### src/rtl/wdt_kp_pkg.sv
`timescale 1ns/1ps
package wdt_kp_pkg;
   typedef enum logic [2:0] {
      CZ_NONE       = 3'd0,
      CZ_OVERFLOW   = 3'd1,
      CZ_BAD_KEY    = 3'd2,
      CZ_BIT_KEY    = 3'd3,
      CZ_MODE_AGAIN = 3'd4
   } cause_e;

   // Mode register value after reset: fixed-source pattern on top, longest interval below.
   function automatic logic [7:0] mode_reset_val(input int sel_w);
      logic [7:0] v;
      v = 8'h60;
      for (int i = 0; i < sel_w; i++) v[i] = 1'b1;
      return v;
   endfunction
endpackage

### src/rtl/kwd_regs.sv
`timescale 1ns/1ps
module kwd_regs import wdt_kp_pkg::*; #(
   parameter int                ADDR_W    = 8,
   parameter logic [ADDR_W-1:0] MODE_ADDR = 'h10,
   parameter logic [ADDR_W-1:0] KEY_ADDR  = 'h11,
   parameter logic [7:0]        KEY_VAL   = 8'hAC,
   parameter logic [7:0]        KEY_READ  = 8'h9A,
   parameter int                SEL_W     = 3
) (
   input  logic              clk,
   input  logic              rst_n,
   input  logic              nonstop,
   input  logic              bus_wr,
   input  logic              bus_bit,
   input  logic [ADDR_W-1:0] bus_addr,
   input  logic [7:0]        bus_wdata,
   output logic [7:0]        bus_rdata,
   output logic [SEL_W-1:0]  sel,
   output logic              restart,
   output logic              fault,
   output cause_e            fault_cause
);
   localparam logic [7:0] MODE_RST = mode_reset_val(SEL_W);

   logic [7:0] mode_q;
   logic       once_q;
   logic       hit_key, hit_mode, key_ok, mode_take;
   logic [7:0] mode_new;

   assign hit_key   = bus_wr && (bus_addr == KEY_ADDR);
   assign hit_mode  = bus_wr && (bus_addr == MODE_ADDR);
   assign key_ok    = hit_key && !bus_bit && (bus_wdata == KEY_VAL);
   assign mode_take = hit_mode && !bus_bit && !once_q;
   assign mode_new  = nonstop ? {3'b011, bus_wdata[4:0]} : bus_wdata;
   assign restart   = key_ok || mode_take;
   assign sel       = mode_q[SEL_W-1:0];

   always_comb begin
      fault       = 1'b0;
      fault_cause = CZ_NONE;
      if (hit_key && bus_bit) begin
         fault       = 1'b1;
         fault_cause = CZ_BIT_KEY;
      end else if (hit_key && (bus_wdata != KEY_VAL)) begin
         fault       = 1'b1;
         fault_cause = CZ_BAD_KEY;
      end else if (hit_mode && !bus_bit && once_q) begin
         fault       = 1'b1;
         fault_cause = CZ_MODE_AGAIN;
      end
   end

   always_ff @(posedge clk or negedge rst_n) begin
      if (!rst_n) begin
         mode_q <= MODE_RST;
         once_q <= 1'b0;
      end else if (mode_take) begin
         mode_q <= mode_new;
         once_q <= 1'b1;
      end
   end

   always_comb begin
      if (bus_addr == KEY_ADDR)       bus_rdata = KEY_READ;
      else if (bus_addr == MODE_ADDR) bus_rdata = mode_q;
      else                            bus_rdata = 8'h00;
   end


   mode_locked_chk: assert property (@(posedge clk) disable iff (!rst_n)
      $past(once_q) |-> $stable(mode_q));

   mode_bit_ignored_chk: assert property (@(posedge clk) disable iff (!rst_n)
      (hit_mode && bus_bit) |=> $stable(mode_q));

   nonstop_bits_chk: assert property (@(posedge clk) disable iff (!rst_n)
      (mode_take && nonstop) |=> (mode_q[7:5] == 3'b011));
endmodule

### src/rtl/kwd_count.sv
`timescale 1ns/1ps
module kwd_count #(
   parameter int N_MIN = 10,
   parameter int SEL_W = 3
) (
   input  logic             clk,
   input  logic             rst_n,
   input  logic             tick,
   input  logic             restart,
   input  logic [SEL_W-1:0] sel,
   output logic             ovf
);
   localparam int N_SEL = 2 ** SEL_W;
   localparam int CW    = N_MIN + N_SEL - 1;

   logic [CW-1:0] term_tab [N_SEL];
   logic [CW-1:0] term;
   logic [CW-1:0] cnt_q;

   for (genvar gi = 0; gi < N_SEL; gi++) begin : g_term
      assign term_tab[gi] = {CW{1'b1}} >> (CW - N_MIN - gi);
   end

   assign term = term_tab[sel];
   assign ovf  = tick && !restart && (cnt_q == term);

   always_ff @(posedge clk or negedge rst_n) begin
      if (!rst_n)        cnt_q <= '0;
      else if (restart)  cnt_q <= '0;
      else if (ovf)      cnt_q <= '0;
      else if (tick)     cnt_q <= cnt_q + 1'b1;
   end


   cnt_range_chk: assert property (@(posedge clk) disable iff (!rst_n)
      cnt_q <= term);

   restart_clear_chk: assert property (@(posedge clk) disable iff (!rst_n)
      restart |=> (cnt_q == '0));

   idle_hold_chk: assert property (@(posedge clk) disable iff (!rst_n)
      (!tick && !restart) |=> $stable(cnt_q));
endmodule

### src/rtl/kwd_req.sv
`timescale 1ns/1ps
module kwd_req import wdt_kp_pkg::*; (
   input  logic   clk,
   input  logic   rst_n,
   input  logic   fault,
   input  cause_e fault_cause,
   input  logic   ovf,
   output logic   rst_req,
   output cause_e cause
);
   always_ff @(posedge clk or negedge rst_n) begin
      if (!rst_n) begin
         rst_req <= 1'b0;
         cause   <= CZ_NONE;
      end else begin
         rst_req <= fault || ovf;
         if (fault)    cause <= fault_cause;
         else if (ovf) cause <= CZ_OVERFLOW;
      end
   end


   fault_req_chk: assert property (@(posedge clk) disable iff (!rst_n)
      fault |=> (rst_req && (cause == $past(fault_cause))));

   ovf_cause_chk: assert property (@(posedge clk) disable iff (!rst_n)
      (ovf && !fault) |=> (rst_req && (cause == CZ_OVERFLOW)));

   quiet_chk: assert property (@(posedge clk) disable iff (!rst_n)
      (!fault && !ovf) |=> !rst_req);
endmodule

### src/rtl/kw_watchdog.sv
`timescale 1ns/1ps
module kw_watchdog import wdt_kp_pkg::*; #(
   parameter int                ADDR_W    = 8,
   parameter logic [ADDR_W-1:0] MODE_ADDR = 'h10,
   parameter logic [ADDR_W-1:0] KEY_ADDR  = 'h11,
   parameter logic [7:0]        KEY_VAL   = 8'hAC,
   parameter logic [7:0]        KEY_READ  = 8'h9A,
   parameter int                N_MIN     = 10,
   parameter int                SEL_W     = 3
) (
   input  logic              clk,
   input  logic              rst_n,
   input  logic              tick,
   input  logic              nonstop_fixed,
   input  logic              bus_wr,
   input  logic              bus_bit,
   input  logic [ADDR_W-1:0] bus_addr,
   input  logic [7:0]        bus_wdata,
   output logic [7:0]        bus_rdata,
   output logic              rst_req,
   output logic [2:0]        rst_cause
);
   localparam int CW = N_MIN + (2 ** SEL_W) - 1;

   if (SEL_W < 1 || SEL_W > 5) begin : g_bad_sel
      $error("SEL_W must lie in 1..5");
   end
   if (N_MIN < 1 || CW > 32) begin : g_bad_cw
      $error("N_MIN must be at least 1 and the counter at most 32 bits");
   end
   if (MODE_ADDR == KEY_ADDR) begin : g_bad_map
      $error("mode and restart registers need distinct addresses");
   end

   logic [SEL_W-1:0] sel;
   logic             restart, fault, ovf;
   cause_e           fault_cause, cause;

   kwd_regs #(
      .ADDR_W(ADDR_W), .MODE_ADDR(MODE_ADDR), .KEY_ADDR(KEY_ADDR),
      .KEY_VAL(KEY_VAL), .KEY_READ(KEY_READ), .SEL_W(SEL_W)
   ) i_regs (
      .clk(clk), .rst_n(rst_n), .nonstop(nonstop_fixed),
      .bus_wr(bus_wr), .bus_bit(bus_bit), .bus_addr(bus_addr),
      .bus_wdata(bus_wdata), .bus_rdata(bus_rdata), .sel(sel),
      .restart(restart), .fault(fault), .fault_cause(fault_cause)
   );

   kwd_count #(.N_MIN(N_MIN), .SEL_W(SEL_W)) i_count (
      .clk(clk), .rst_n(rst_n), .tick(tick), .restart(restart),
      .sel(sel), .ovf(ovf)
   );

   kwd_req i_req (
      .clk(clk), .rst_n(rst_n), .fault(fault), .fault_cause(fault_cause),
      .ovf(ovf), .rst_req(rst_req), .cause(cause)
   );

   assign rst_cause = cause;
endmodule

### config.mk
export PLATFORM = sky130hd
export DESIGN_NAME = kw_watchdog
export DESIGN_NICKNAME = d
export VERILOG_FILES = /design/src/rtl/wdt_kp_pkg.sv /design/src/rtl/kwd_regs.sv /design/src/rtl/kwd_count.sv /design/src/rtl/kwd_req.sv /design/src/rtl/kw_watchdog.sv
export SDC_FILE = /design/constraint.sdc
export NUM_CORES = 1
export LEC_CHECK = 0
export BUFFER_PORTS_ARGS = -buffer_cell sky130_fd_sc_hd__buf_2
export CAP_MARGIN = 25
export CORE_ASPECT_RATIO = 1.5
export CORE_UTILIZATION = 45
export CTS_CLUSTER_DIAMETER = 80
export CTS_CLUSTER_SIZE = 24
export DETAILED_ROUTE_END_ITERATION = 6
export PLACE_DENSITY_LB_ADDON = 0.15
export REMOVE_ABC_BUFFERS = 1
export SLEW_MARGIN = 20
export SYNTH_ARGS = -nofsm -noshare
export SYNTH_HDL_FRONTEND = slang
export SYNTH_HIERARCHICAL = 1
export SYNTH_SLANG_ARGS = --single-unit
### constraint.sdc
create_clock -name clk -period 2.35 [get_ports clk]
set_clock_uncertainty 0.15 [all_clocks]
set_input_delay 0 -clock clk [delete_from_list [all_inputs] [get_ports clk]]
set_output_delay 0 -clock clk [all_outputs]
set_load 0.01 [all_outputs]
==> summary.txt, run 1 <==
Setup path
  – Reg2reg start: i_regs/mode_q[1]
  – Endpoint class of the critical path: flop
  – WS Path Type: flop to flop
  – Crit path max fanout: 7
  – Reg-to-reg endpoint: i_req/cause[0]
  – Critical Path Source Type: flop
  – Critical path's top delay family: compound AO/OA/AOI/OAI gates
  – CP Cell Sequence: buf_4, nor4b_1, a21oi_1, a21boi_0, o221a_4, nor3b_1, buf_4, nor2_1, o21ai_0
  – Critical path arrival: 2.27 ns
  – CP max stage delay: 0.58 ns
  – Cell depth of the worst setup path: 9
  – Worst path slowest cell: dfstp_2
  – WP buf/inv: 2
  – Worst r2r path cells: 9
  – R2R setup slack: 0.13 ns
  – CP most frequent cell: buf_4
  – Req. time, crit path: 2.41 ns

Floorplan
  – Core ar.: 4210 µm²
  – IO Pins: 34
  – Chip height: 82.7 µm
  – Cell row count: 29
  – Die area: 4610 µm²
  – Die Span X: 55.8 µm
  – Initial Util: 0.464

Cells and area
  – # diodes: 0
  – Layout area overhead: 26.8%
  – FF/Latch Area: 757 µm²
  – Fin nets: 283
  – Share of post-route cells with drive strength above 1: 0.318
  – Fillcell total: 378
  – Area of the multi-input gates: 1090 µm²

GRT
  – Number of global-route vias before repair: 1666
  – GRT Max-Usage Layer: met2
  – Initial antenna violation count: 0
  – GRT overflow: 0
  – Met1 usage: 0.220
  – M3 GR Usage: 0.0452
  – Largest net degree at the start of global routing: 31
  – Met2 usage: 0.417
  – Tot GR Track Use: 0.215
  – First-pass GRT wire length: 7600 µm

Routing
  – 1st-pass router iterations: 4
  – WL final: 4680 µm
  – DR DRC count: 0
  – Via-to-Cell Ratio: 5.64
  – Routed len/inst: 15.2 µm
  – DR vias: 1731
  – Final ANT Viol Nets: 0
  – Iteration-0 DRC Markers: 30

Synth
  – Synth warnings: 6
  – Synthesized area: 1950 µm²
  – Top cell type by total area after synthesis: dfrtp_1
  – Top cells by area, synth: dfrtp_1 32%, dfstp_2 6.7%, mux2_4 4.6%
  – Register area share after synthesis: 0.388
  – Syn Area/Cell: 9.66 µm²
  – Post-synth cell types: 56
  – Ys async rst share: 1.00
  – Synth top area share: 0.321
  – Post-Syn Instances: 202
  – Post-synth EDFFs: 0
  – Top_reg_cell synth: dfrtp_1
  – #FFs+latches synth: 30

Timing
  – Fin crit share: 0.943
  – Slew HR: 0.529
  – RSZ-0062 raised after global routing: false
  – Final min period: 2.22 ns
  – Least-Margin Pin Slew: 0.707 ns
  – Hold slack: 0.150 ns
  – Final Hold Fails: 0
  – Final setup viols: 0
  – Post-Route Setup TNS: 0 ns
  – Final Slew Violations: 0
  – Fmax: 451 MHz

Placed design
  – Number of port buffers: 33
  – Placer's final routability congestion estimate: 0.747
  – Post-DP HPWL: 3290 µm

Clock network
  – H-tree depth: 2
  – # Post-CTS Setup Buffers: 0
  – CTS buffer count: 5
  – Max Buffers Root-to-Sink: 2
  – Clock sinks: 30
  – CTS tree: done
  – Skew-Pair Late Insertion Delay: 0.28 ns
  – Clock root buffer: clkbuf_8
  – CTS clk-pin slew, worst paths: 0.07 ns

Min path
  – Hold Path Class: input port to async pin

Pwr
  – Peak VDD IR: 0.389 mV
  – LEAKAGE: 1.16 nW
  – Power Dens Cells: 574 nW/µm²

Status
  – Status: complete, no violations

Flow run
  – Maxcap violations: 0
==> cells in the mapped netlist, types with 6 or more instances <==
master / number
nand2_1: 15
and3_1: 7
nor2_1: 15
a21oi_1: 8
nor3_1: 10
nand3_1: 7
dfrtp_1: 25
mux2_4: 6
==> worst max-delay path by stage <==
stage,startpoint,endpoint,slack (ns)
after global routing,i_regs/mode_q[1],i_req/cause[0],0.03
final,i_regs/mode_q[1],i_req/cause[0],0.13
after CTS,i_regs/mode_q[0],i_req/rst_req,0.12
after detailed placement,i_regs/mode_q[0],i_req/rst_req,0.14
after floorplan,bus_addr[7],i_count/cnt_q[5],-0.47
after global placement,i_regs/mode_q[0],i_req/rst_req,0.14
==> per-layer routing <==
metal,vias up,part of all wire,wire length [µm]
li1,858,-,-
met2,36,0.54,2510
met4,0,0.028,132
met5,-,0,0
met3,12,0.030,138
met1,825,0.40,1890
==> sequential cells by signal, indices dropped and copies added (netlist names) <==
signal and flops:
i_count/cnt_q 17, i_regs/mode_q 8, i_regs/once_q 1, i_req/cause 3, i_req/rst_req 1
==> layout by cell type, fill, tap and decap left out, types with 4 or more instances in the layout <==
master,synthesis,routed
nand4_1,5,5
o22ai_1,5,5
mux2_4,6,6
nor2_1,15,15
buf_4,5,18
and4_1,5,5
dfrtp_1,25,25
dfstp_2,5,5
inv_1,5,5
nand2_1,15,15
nand3b_1,5,5
and3_1,7,7
nand2b_1,5,5
a21oi_1,8,8
a21o_1,4,4
buf_2,3,33
nand3_1,7,7
dlygate4sd3_1,0,14
xor2_1,4,4
nor3_1,10,10
clkbuf_8,0,8
==> per-stage QoR <==
stage | power, mW | std cells | util | instance area [µm²] | worst slack [ns]
finish | 1.42 | 307 | 0.588 | 2470 | 0.133
global route | 1.49 | 307 | 0.588 | 2470 | 0.0251
CTS | 1.43 | 307 | 0.587 | 2470 | 0.124
detailed placement | 0.908 | 285 | 0.527 | 2220 | 0.138
global placement | 0.905 | 285 | 0.527 | 2220 | 0.142
floorplan | 0.792 | 188 | - | 1860 | -0.471
==> what timing repair did <==
action | CTS | global route
endpoints found under the setup margin | 0 | 4
hold endpoints to repair | 39 | 0
hold buffers | 14 | 0
gates resized for setup | 0 | 2
==> worst reg2reg max path: stages, from the launching register on <==
cell and delay, ns:
dfstp_2 0.58, buf_4 0.16, nor4b_1 0.23, a21oi_1 0.07
a21boi_0 0.22, o221a_4 0.21, nor3b_1 0.19, buf_4 0.16
nor2_1 0.04, o21ai_0 0.13
==> final cells by class <==
cell class / instances / area share
multi-input cells: 152 / 0.439
flip-flops and latches: 30 / 0.306
repair buffers: 65 / 0.178
clock buffers: 8 / 0.0445
well taps: 46 / 0.0233
inverters: 6 / 0.00910
==> cell families (layout without fill, tap and decap cells) <==
kind of cell             after synthesis  count (layout)  share of synthesized area
buffers and inverters                 20              79                     0.0577
adder cells (fa/ha/maj)                1               1                    0.00641
flip-flops                            30              30                      0.388
XOR/XNOR                               5               5                     0.0224
AND/OR/NAND/NOR                       96              96                      0.298
multiplexers                           8               8                     0.0564
AO/OA/AOI/OAI                         42              42                      0.171
==> where the power goes <==
part           total [mW]  switching, mW  leakage (nW)  internal, mW
registers           0.630         0.0556         0.361         0.575
logic               0.288          0.142         0.741         0.146
clock network       0.501          0.205        0.0575         0.296
total                1.42          0.403          1.16          1.02
Power figures use the tool's default switching activity.
==> run 2: changes to the inputs <==
==> constraint.sdc (replaced) <==
create_clock -name clk -period 2.35 [get_ports clk]
set_clock_uncertainty 0.15 [all_clocks]
set_input_delay 0.47 -clock clk [delete_from_list [all_inputs] [get_ports clk]]
set_output_delay 0.47 -clock clk [all_outputs]
set_load 0.01 [all_outputs]
==> summary.txt, run 2 (synthesis gave the netlist of run 1 again) <==
Routing
  – Final ANT Viol Nets: 0
  – 1st-pass router iterations: 4
  – DR DRC count: 0
  – Iteration-0 DRC Markers: 50
  – WL final: 4470 µm
  – DR vias: 1713
  – Routed len/inst: 14.9 µm
  – Via-to-Cell Ratio: 5.71

GRT
  – First-pass GRT wire length: 7510 µm
  – Initial antenna violation count: 0
  – Number of global-route vias before repair: 1586
  – GRT overflow: 0
  – Largest net degree at the start of global routing: 31
  – Tot GR Track Use: 0.208

Cells and area
  – Fin nets: 276
  – Max reg flops: 17
  – Top Registers: i_count/cnt_q (17), i_regs/mode_q (8), i_req/cause (3)
  – Share of post-route cells with drive strength above 1: 0.358
  – Post-route cell area: 2370 µm²
  – # diodes: 0
  – Most frequent cells in the layout: 33 x buf_2, 25 x dfrtp_1, 25 x buf_4
  – Most common cell after layout, fill and taps aside: buf_2
  – Layout area overhead: 21.7%
  – Biggest register: i_count/cnt_q

Floorplan
  – Die Span X: 55.8 µm
  – IO Pins: 34
  – Core ar.: 4210 µm²
  – Initial Util: 0.464
  – Die area: 4610 µm²
  – Chip height: 82.7 µm
  – Cell row count: 29

Placed design
  – Cell Area, Placed: 2270 µm²
  – Number of port buffers: 33
  – Post-DP HPWL: 3240 µm
  – Placer's final routability congestion estimate: 0.824

Pwr
  – Total Power: 1.35 mW
  – Peak VDD IR: 0.409 mV
  – Power Dens Cells: 570 nW/µm²
  – LEAKAGE: 1.12 nW

Clock network
  – Clock root buffer: clkbuf_8
  – CTS tree: done
  – Max Buffers Root-to-Sink: 2
  – CTS clk-pin slew, worst paths: 0.07 ns
  – CTS buffer count: 5
  – H-tree depth: 2
  – # hold bufs at CTS: 0
  – Skew-Pair Late Insertion Delay: 0.29 ns
  – Clock sinks: 30

Timing
  – Least-Margin Pin Slew: 0.697 ns
  – Final min period: 2.26 ns
  – Final Slew Violations: 0
  – Final Hold Fails: 0
  – Final setup viols: 0
  – Slew HR: 0.535
  – Fmax: 443 MHz
  – RSZ-0062 raised after global routing: false
  – Fin crit share: 0.960

Setup path
  – Crit path max fanout: 10
  – WP buf/inv: 1
  – WS Path Type: flop to flop
  – Worst path slowest cell: dfstp_2
  – Critical path arrival: 2.27 ns
  – Endpoint class of the critical path: flop
  – Req. time, crit path: 2.36 ns
  – Critical path's top delay family: compound AO/OA/AOI/OAI gates
  – CP Cell Sequence: or4b_1, a21oi_1, or3_1, o221a_4, buf_4, o31ai_1
  – Critical Path Source Type: flop
  – CP max stage delay: 0.61 ns

Min path
  – Hold Path Class: input port to async pin

Flow run
  – Maxcap violations: 0

Status
  – Status: complete, no violations
-- run 2: cell count changes in the layout (fill, tap and decap cells not counted), moves of 2 or more --
cell | before | now
a21boi_1 | 0 | 2
a21boi_0 | 2 | 0
dlygate4sd3_1 | 14 | 0
buf_4 | 18 | 25
clkbuf_8 | 8 | 6
-- run 2: worst reg2reg max path, cell delays in order (launching register included) --
cell	delay (ns)
dfstp_2	0.61
or4b_1	0.13
a21oi_1	0.05
or3_1	0.38
o221a_4	0.30
buf_4	0.17
o31ai_1	0.33
-- run 2: final timing paths --
| check | start | endpoint | slack, ns | cells after the start |
|---|---|---|---|---|
| max in group asynchronous | rst_n | i_count/cnt_q[0] | 1.53 | 1 |
| min reg2reg | i_regs/mode_q[3] | i_regs/mode_q[3] | 0.37 | 1 |
| min | rst_n | i_count/cnt_q[4] | 0.08 | 1 |
| max | i_regs/mode_q[0] | i_count/cnt_q[11] | 0.09 | 6 |
| max reg2reg | i_regs/mode_q[0] | i_count/cnt_q[11] | 0.09 | 6 |
| min in group clk | bus_wdata[4] | i_regs/mode_q[4] | 0.28 | 2 |
-- run 2: final cells by class --
class	count	area, µm²
Clock buffer	6	82.6
Clock inverter	2	12.5
Fill cell	406	1830
Inverter	6	22.5
Multi-Input combinational cell	152	1090
Sequential cell	30	757
Tap cell	46	57.6
Timing Repair Buffer	58	353
-- run 2: timing repair --
item | 4_1_cts | 5_1_grt
setup buffers | 0 | 0
gates resized for setup | 0 | 5
setup endpoints to repair | 0 | 3
-- run 2: metrics by stage --
| step | instances | TNS (ns) | setup slack [ns] | util | hold slack (ns) |
|---|---|---|---|---|---|
| floorplan | 188 | -14.88 | -0.941 | - | 0.0244 |
| global placement | 292 | 0 | 0.0785 | 0.540 | 0.347 |
| detailed placement | 292 | 0 | 0.0931 | 0.540 | 0.346 |
| CTS | 300 | 0 | 0.0417 | 0.562 | 0.101 |
| global route | 300 | 0 | 0.0210 | 0.564 | 0.135 |
| finish | 300 | 0 | 0.0930 | 0.564 | 0.0752 |
-- run 2: where the power goes --
group / switching, mW / internal, mW
registers: 0.0486 / 0.575
logic: 0.148 / 0.140
clock network: 0.208 / 0.235
total: 0.404 / 0.950
-- run 2: layer usage --
layer	global-route usage	vias up	part of all wire
met5	0	-	0
met4	0.0775	0	0.013
met3	0.0327	6	0.038
met2	0.381	49	0.52
met1	0.247	814	0.42
li1	-	844	-
==> run 3: changes to the inputs <==
Clock period 2.35 ns to 2.9 ns, I/O delays scaled along.
==> summary.txt, run 3 (synthesis gave the netlist of run 1 again) <==
Status
  – Status: complete, no violations

Floorplan
  – Die Span X: 55.8 µm
  – Die area: 4610 µm²
  – Cell row count: 29
  – Chip height: 82.7 µm
  – Core ar.: 4210 µm²
  – Initial Util: 0.464
  – IO Pins: 34

Timing
  – Fmax: 393 MHz
  – Slew HR: 0.548
  – Final Slew Violations: 0
  – RSZ-0062 raised after global routing: false
  – Final setup margin: 0.357 ns
  – Hold slack: 0.173 ns
  – Final Hold Fails: 0
  – Fin crit share: 0.877
  – Final min period: 2.54 ns
  – Least-Margin Pin Slew: 0.678 ns
  – Final setup viols: 0

GRT
  – Number of global-route vias before repair: 1548
  – Initial antenna violation count: 0
  – Tot GR Track Use: 0.192
  – GRT overflow: 0
  – Largest net degree at the start of global routing: 31
  – First-pass GRT wire length: 6870 µm

Setup path
  – Critical Path Source Type: flop
  – R2R setup slack: 0.36 ns
  – Critical path arrival: 2.60 ns
  – Worst path slowest cell: dfrtp_1
  – WP buf/inv: 1
  – WS Path Type: flop to flop
  – CP Cell Sequence: ha_1, and4_1, and4_1, a21boi_0, o221a_4, nor3b_1, buf_4, nor2_1, o21ai_0
  – Req. time, crit path: 2.96 ns
  – Reg-to-reg endpoint: i_req/cause[0]
  – Critical path's top delay family: simple AND/OR/NAND/NOR gates
  – Worst r2r path cells: 9
  – CP most frequent cell: and4_1
  – Crit path max fanout: 6
  – CP max stage delay: 0.48 ns
  – Endpoint class of the critical path: flop
  – Reg2reg start: i_count/cnt_q[0]

Cells and area
  – Layout area overhead: 13.6%
  – Most common cell after layout, fill and taps aside: buf_2
  – Max reg flops: 17
  – Fin nets: 256
  – Share of post-route cells with drive strength above 1: 0.295
  – # diodes: 0
  – Top Registers: i_count/cnt_q (17), i_regs/mode_q (8), i_req/cause (3)
  – Most frequent cells in the layout: 33 x buf_2, 25 x dfrtp_1, 15 x nor2_1, 15 x nand2_1, 10 x nor3_1
  – Biggest register: i_count/cnt_q
  – Post-route insts no fill: 280

Routing
  – WL final: 4100 µm
  – 1st-pass router iterations: 4
  – DR vias: 1595
  – Routed len/inst: 14.6 µm
  – Via-to-Cell Ratio: 5.70
  – Final ANT Viol Nets: 0
  – Iteration-0 DRC Markers: 29
  – DR DRC count: 0

Clock network
  – CTS clk-pin slew, worst paths: 0.07 ns
  – # Post-CTS Setup Buffers: 0
  – Skew-Pair Late Insertion Delay: 0.29 ns
  – Clock sinks: 30
  – Max Buffers Root-to-Sink: 2
  – # hold bufs at CTS: 0
  – Post-cts sizing count: 0
  – CTS buffer count: 5
  – H-tree depth: 2
  – Clock root buffer: clkbuf_8
  – CTS tree: done

Min path
  – Hold Path Class: input port to async pin

Placed design
  – Number of port buffers: 33
  – Placer's final routability congestion estimate: 0.725
  – Post-DP HPWL: 3020 µm
  – Placed cell count: 272
  – Pre-CTS WS: 0.313 ns

Pwr
  – LEAKAGE: 1.02 nW
  – Total Power: 1.06 mW
  – Power Dens Cells: 477 nW/µm²
  – Peak VDD IR: 0.278 mV

Flow run
  – Maxcap violations: 0
[run 3: cell types whose count changed in the layout (fill, tap and decap cells not counted)]
| cell | change |
|---|---|
| nor3b_2 | -1 |
| buf_4 | -20 |
| a2111oi_1 | -1 |
| and4_2 | -1 |
| a2111oi_0 | +1 |
| nor3b_1 | +1 |
| a21boi_1 | -2 |
| and4_1 | +1 |
| a21boi_0 | +2 |
[run 3: metal layers]
| layer | wire [µm] | part of all wire | vias up | track usage |
|---|---|---|---|---|
| li1 | - | - | 804 | - |
| met1 | 1730 | 0.42 | 761 | 0.219 |
| met2 | 2220 | 0.54 | 24 | 0.355 |
| met3 | 107 | 0.026 | 6 | 0.0421 |
| met4 | 49 | 0.012 | 0 | 0.0675 |
| met5 | 0 | 0 | - | 0 |
[run 3: stage by stage]
stage               TNS (ns)   util  instance area [µm²]
detailed placement         0  0.504                 2120
finish                     0  0.527                 2220
floorplan              -5.64      -                 1860
global placement           0  0.504                 2120
CTS                        0  0.527                 2220
global route               0  0.527                 2220
[run 3: how the worst max path moves through the flow]
| stage | startpoint | endpoint | slack [ns] | cells past startpoint |
|---|---|---|---|---|
| detailed placement | bus_addr[3] | i_count/cnt_q[5] | 0.31 | 9 |
| floorplan | bus_addr[7] | i_count/cnt_q[5] | -0.50 | 8 |
| finish | i_count/cnt_q[0] | i_req/cause[0] | 0.36 | 9 |
| CTS | i_count/cnt_q[0] | i_req/cause[0] | 0.36 | 9 |
| global route | i_count/cnt_q[0] | i_req/cause[0] | 0.22 | 9 |
| global placement | bus_addr[3] | i_count/cnt_q[5] | 0.38 | 9 |
[run 3: final cells by class]
cell class | instances | area (µm²)
clock buffers | 6 | 82.6
clock inverters | 2 | 12.5
fillers | 412 | 1990
inverters | 6 | 22.5
multi-input cells | 152 | 1080
flip-flops and latches | 30 | 757
well taps | 46 | 57.6
repair buffers | 38 | 203
[run 3: power breakdown]
| part | leakage, nW | internal (mW) | switching (mW) | total, mW |
|---|---|---|---|---|
| clock | 0.0472 | 0.191 | 0.170 | 0.360 |
| sequential | 0.361 | 0.466 | 0.0524 | 0.518 |
| combinational | 0.610 | 0.0818 | 0.0966 | 0.178 |
| total | 1.02 | 0.738 | 0.319 | 1.06 |
